==> src/rtl/gater_pkg.sv <==
package gater_pkg;
  localparam int unsigned SYNC_DEPTH = 2;

  typedef enum logic [1:0] {
    QS_WAIT   = 2'd0,
    QS_ACTIVE = 2'd1,
    QS_DOWN   = 2'd2
  } qual_state_t;
endpackage

==> src/rtl/gate_sync.sv <==
module gate_sync #(
  parameter int unsigned W     = 1,
  parameter int unsigned DEPTH = 2
) (
  input  logic         clk,
  input  logic         rst,
  input  logic [W-1:0] d,
  output logic [W-1:0] q
);
  logic [W-1:0] stage_q [DEPTH];

  always_ff @(posedge clk) begin
    if (rst) begin
      for (int i = 0; i < DEPTH; i++) stage_q[i] <= '0;
    end else begin
      stage_q[0] <= d;
      for (int i = 1; i < DEPTH; i++) stage_q[i] <= stage_q[i-1];
    end
  end

  assign q = stage_q[DEPTH-1];
endmodule

==> src/rtl/pwr_qualifier.sv <==
module pwr_qualifier
  import gater_pkg::*;
(
  input  logic clk,
  input  logic rst,
  input  logic pwr_sync,
  output logic qualified,
  output logic pd_status
);
  qual_state_t st_q, st_d;

  always_comb begin
    st_d = st_q;
    case (st_q)
      QS_WAIT:   if (pwr_sync)  st_d = QS_ACTIVE;
      QS_ACTIVE: if (!pwr_sync) st_d = QS_DOWN;
      QS_DOWN:   if (pwr_sync)  st_d = QS_ACTIVE;
      default:                  st_d = QS_WAIT;
    endcase
  end

  always_ff @(posedge clk) begin
    if (rst) st_q <= QS_WAIT;
    else     st_q <= st_d;
  end

  assign qualified = (st_q != QS_WAIT);
  assign pd_status = (st_q == QS_DOWN);
endmodule

==> src/rtl/out_gate_cell.sv <==
module out_gate_cell (
  input  logic clk,
  input  logic rst,
  input  logic pin_ok,
  input  logic cfg_ok,
  input  logic pwr_ok,
  output logic clk_gated
);
  logic run_q;
  logic gate_q;

  // decision registered in the rising-edge domain
  always_ff @(posedge clk) begin
    if (rst) run_q <= 1'b0;
    else     run_q <= pin_ok & cfg_ok & pwr_ok;
  end

  // gate moves only while the clock is low
  always_ff @(negedge clk) begin
    if (rst) gate_q <= 1'b0;
    else     gate_q <= run_q;
  end

  assign clk_gated = clk & gate_q;
endmodule

==> src/rtl/out_clk_gater.sv <==
module out_clk_gater
  import gater_pkg::*;
#(
  parameter int unsigned       N_OUT     = 6,
  parameter logic [N_OUT-1:0]  CFG_RESET = '1
) (
  input  logic             clk,
  input  logic             rst,
  input  logic             pwr_ctl_n,
  input  logic [N_OUT-1:0] en_pin,
  input  logic             cfg_wr,
  input  logic [N_OUT-1:0] cfg_wdata,
  output logic [N_OUT-1:0] clk_out,
  output logic             core_pd
);
  localparam int unsigned SYNC_W = N_OUT + 1;

  logic [SYNC_W-1:0] sync_in, sync_out;
  logic [N_OUT-1:0]  pin_s;
  logic              pwr_s;
  logic              qualified;
  logic              pd_status;
  logic [N_OUT-1:0]  en_reg_q;

  assign sync_in = {pwr_ctl_n, en_pin};

  gate_sync #(.W(SYNC_W), .DEPTH(SYNC_DEPTH)) u_sync (
    .clk (clk),
    .rst (rst),
    .d   (sync_in),
    .q   (sync_out)
  );

  assign pin_s = sync_out[N_OUT-1:0];
  assign pwr_s = sync_out[N_OUT];

  pwr_qualifier u_qual (
    .clk       (clk),
    .rst       (rst),
    .pwr_sync  (pwr_s),
    .qualified (qualified),
    .pd_status (pd_status)
  );

  // configuration enables; frozen while powered down
  always_ff @(posedge clk) begin
    if (rst)                        en_reg_q <= CFG_RESET;
    else if (cfg_wr && !pd_status)  en_reg_q <= cfg_wdata;
  end

  for (genvar g = 0; g < N_OUT; g++) begin : g_lane
    out_gate_cell u_cell (
      .clk       (clk),
      .rst       (rst),
      .pin_ok    (pin_s[g]),
      .cfg_ok    (en_reg_q[g]),
      .pwr_ok    (pwr_s),
      .clk_gated (clk_out[g])
    );
  end

  assign core_pd = pd_status;
endmodule

==> config.mk <==
export PLATFORM = sky130hd
export DESIGN_NAME = out_clk_gater
export DESIGN_NICKNAME = d
export VERILOG_FILES = /design/src/rtl/gater_pkg.sv /design/src/rtl/gate_sync.sv /design/src/rtl/pwr_qualifier.sv /design/src/rtl/out_gate_cell.sv /design/src/rtl/out_clk_gater.sv
export SDC_FILE = /design/constraint.sdc
export NUM_CORES = 1
export LEC_CHECK = 0
export CORE_ASPECT_RATIO = 1.75
export CORE_MARGIN = 4
export CORE_UTILIZATION = 45
export CTS_CLUSTER_DIAMETER = 200
export DETAILED_ROUTE_END_ITERATION = 10
export HOLD_SLACK_MARGIN = 0.06
export PLACE_DENSITY = 0.71
export SYNTH_ARGS = -nofsm -noshare
export SYNTH_HDL_FRONTEND = slang
export SYNTH_HIERARCHICAL = 1
export SYNTH_SLANG_ARGS = --single-unit
export TNS_END_PERCENT = 10
==> constraint.sdc <==
create_clock -name clk -period 1.1 [get_ports clk]
set_input_delay 0.275 -clock clk [delete_from_list [all_inputs] [get_ports clk]]
set_output_delay 0.275 -clock clk [all_outputs]
set_load 0.005 [all_outputs]
==> run_results.csv <==
group,metric,value,unit
hold_path,hold_start,"u_sync/stage_q[0][6]$_SDFF_PP0_",
setup_path,ff2ff_path_depth,3,
global_route,gr-total-overflow,0,
power_and_ir_drop,internal_power,2.15,mW
power_and_ir_drop,clockPowerShare,47.5,%
cells_and_area,syn_to_final_growth,24.5,%
clock_network,cts_hold_buf,0,
flow_run,drv_cap,0,
logic_synthesis,syn_area_per_cell,11.4,µm²
clock_network,cts_tree,"built",
sta,fin_worst_skew,68.5,ps
placement,place_hpwl,1230,µm
power_and_ir_drop,seqPwrFrac,47.0,%
logic_synthesis,synthCells,106,
outcome,violations,"setup timing",
power_and_ir_drop,swShare,21.8,%
setup_path,critPathBufInv,1,
setup_path,crit_family,"flip-flops",
setup_path,slowest_delay,280,ps
floorplan,core,2520,µm²
outcome,status,"finished with violations",
sta,final-setup-viol-count,18,
floorplan,dieWidth,47.2,µm
drt,first_pass_iters,2,
logic_synthesis,syn_nets,122,
drt,vias_per_cell,4.71,
global_route,antenna_found_initial,0,
global_route,grt_max_degree,32,
clock_network,cts_setup_buffers,0,
sta,setup_tns,-4510,ps
floorplan,die_y,76.6,µm
cells_and_area,final_nets,149,
global_route,grt_usage,12.9,%
clock_network,clock_latency,460,ps
sta,slew_headroom,78.4,%
drt,antenna_left,0,
cells_and_area,multi_input_area,420,µm²
placement,globalplace.congestion,0.594,
drt,vias,749,
setup_path,path_cells,"and2_1 > buf_2",
setup_path,criticalPathCategory,"register to output pin",
hold_path,worstHoldPathType,"register to register",
setup_path,crit_fanout,1,
hold_path,hold_depth,1,
sta,tightest_slew,325,ps
floorplan,rows,24,
power_and_ir_drop,ir_drop,1.19,mV
setup_path,cp_slowest_cell,"dfxtp_1",
power_and_ir_drop,p_sw,0.601,mW
power_and_ir_drop,power.density,1830,nW/µm²
clock_network,postCtsResizedCells,28,
drt,drt-total-wl,1800,µm
setup_path,reg2reg_to,"en_reg_q[4]$_SDFFE_PP1P_",
setup_path,crit_path_start_kind,"register",
floorplan,dieArea,3610,µm²
global_route,grt_pass1_wl,2960,µm
sta,drv_slew,0,
sta,grt_setup_unrepaired,"yes",
power_and_ir_drop,leakagePower,0.709,nW
setup_path,crit_required,820,ps
power_and_ir_drop,combPwrFrac,5.5,%
setup_path,reg2reg_from,"u_qual/st_q[0]$_SDFFE_PP0P_",
logic_synthesis,synthesis.area,1210,µm²
drt,wl_per_cell,11.3,µm
drt,drc,0,
clock_network,clk_pin_slew,60,ps
cells_and_area,diodes,0,
setup_path,endpoint_kind,"output pin",
cells_and_area,num-fill-cells,240,
power_and_ir_drop,p_total,2.75,mW
floorplan,initial_core_util,48.0,%
setup_path,cp.arrival,1530,ps
cells_and_area,register_area,682,µm²
drt,drt_iter0_drc,19,
hold_path,min_to,"u_sync/stage_q[0][13]$_SDFF_PP0_",
floorplan,top_level_ports,23,
placement,port_buffers,22,
sta,setup_slack,-705,ps
cells_and_area,drive_gt1_share,30.1,%
global_route,grt_pass1_vias,757,
setup_path,r2r_slack,-50,ps
sta,finalHoldViolations,0,
logic_synthesis,yosys_warnings,6,
worst max-delay path by stage:
stage / start / slack (ps) / cells after the start / to
floorplan: g_lane[0].u_cell/gate_q$_SDFF_NP0_ / -130 / 1 / clk_out[0]
global placement: rst / -660 / 2 / g_lane[1].u_cell/gate_q$_SDFF_NP0_
detailed placement: rst / -670 / 2 / g_lane[3].u_cell/gate_q$_SDFF_NP0_
CTS: g_lane[0].u_cell/gate_q$_SDFF_NP0_ / -730 / 2 / clk_out[0]
global route: g_lane[2].u_cell/gate_q$_SDFF_NP0_ / -750 / 2 / clk_out[2]
finish: g_lane[2].u_cell/gate_q$_SDFF_NP0_ / -710 / 2 / clk_out[2]
layout make-up:
class / count / area share, %
clock buffers: 17 / 10.7
clock inverters: 6 / 1.50
inverters: 1 / 0.249
multi-input cells: 55 / 27.9
flip-flops and latches: 34 / 45.3
well taps: 26 / 2.16
repair buffers: 20 / 12.2
registers in the layout, summed over array words and instances (netlist names):
register	flops
u_qual/st_q	2
g_lane.u_cell/gate_q	6
en_reg_q	6
u_sync/stage_q	14
g_lane.u_cell/run_q	6
layer usage:
layer  vias to the layer above  part of all wire, %  GRT usage (%)
met1                       340                   33           9.45
met3                         7                   11           9.22
met4                         0                  3.9           14.4
li1                        375                    -              -
met2                        27                   53           18.4
met5                         -                    0              0
worst reg2reg max path: cells and delay by family, from the launching register on:
family,cells,cell delay [ps]
AND/OR/NAND/NOR,2,500
flip-flops,1,320
multiplexers,1,250
power by group through the flow:
stage	logic (mW)	clock network, mW	registers, mW
CTS	0.155	1.37	1.29
global route	0.168	1.44	1.30
global placement	0.150	0.0712	1.31
detailed placement	0.156	0.0712	1.32
floorplan	0.0984	0.0692	1.31
finish	0.151	1.31	1.29
cells in the final DEF (no fill, tap or decap), drive strengths merged:
cell type	instances
dfxtp	34
dlygate4sd2	1
clkbuf	12
clkdlybuf4s50	14
mux2i	6
xnor2	1
nor2	12
and2	6
inv	7
and2b	10
and4b	6
a211oi	1
nor3	1
nor2b	12
buf	10
per-stage QoR:
| step | util [%] | hold slack (ps) | cells | setup WS [ps] | area, µm² |
|---|---|---|---|---|---|
| 5_1_grt | 59.7 | 448 | 159 | -746 | 1510 |
| 6_report | 59.7 | 434 | 159 | -705 | 1510 |
| 3_3_place_gp | 55.9 | 414 | 148 | -665 | 1410 |
| 3_5_place_dp | 55.9 | 425 | 148 | -672 | 1410 |
| 2_1_floorplan | - | 346 | 106 | -125 | 1210 |
| 4_1_cts | 59.9 | 429 | 159 | -729 | 1510 |
Power figures use the tool's default switching activity.
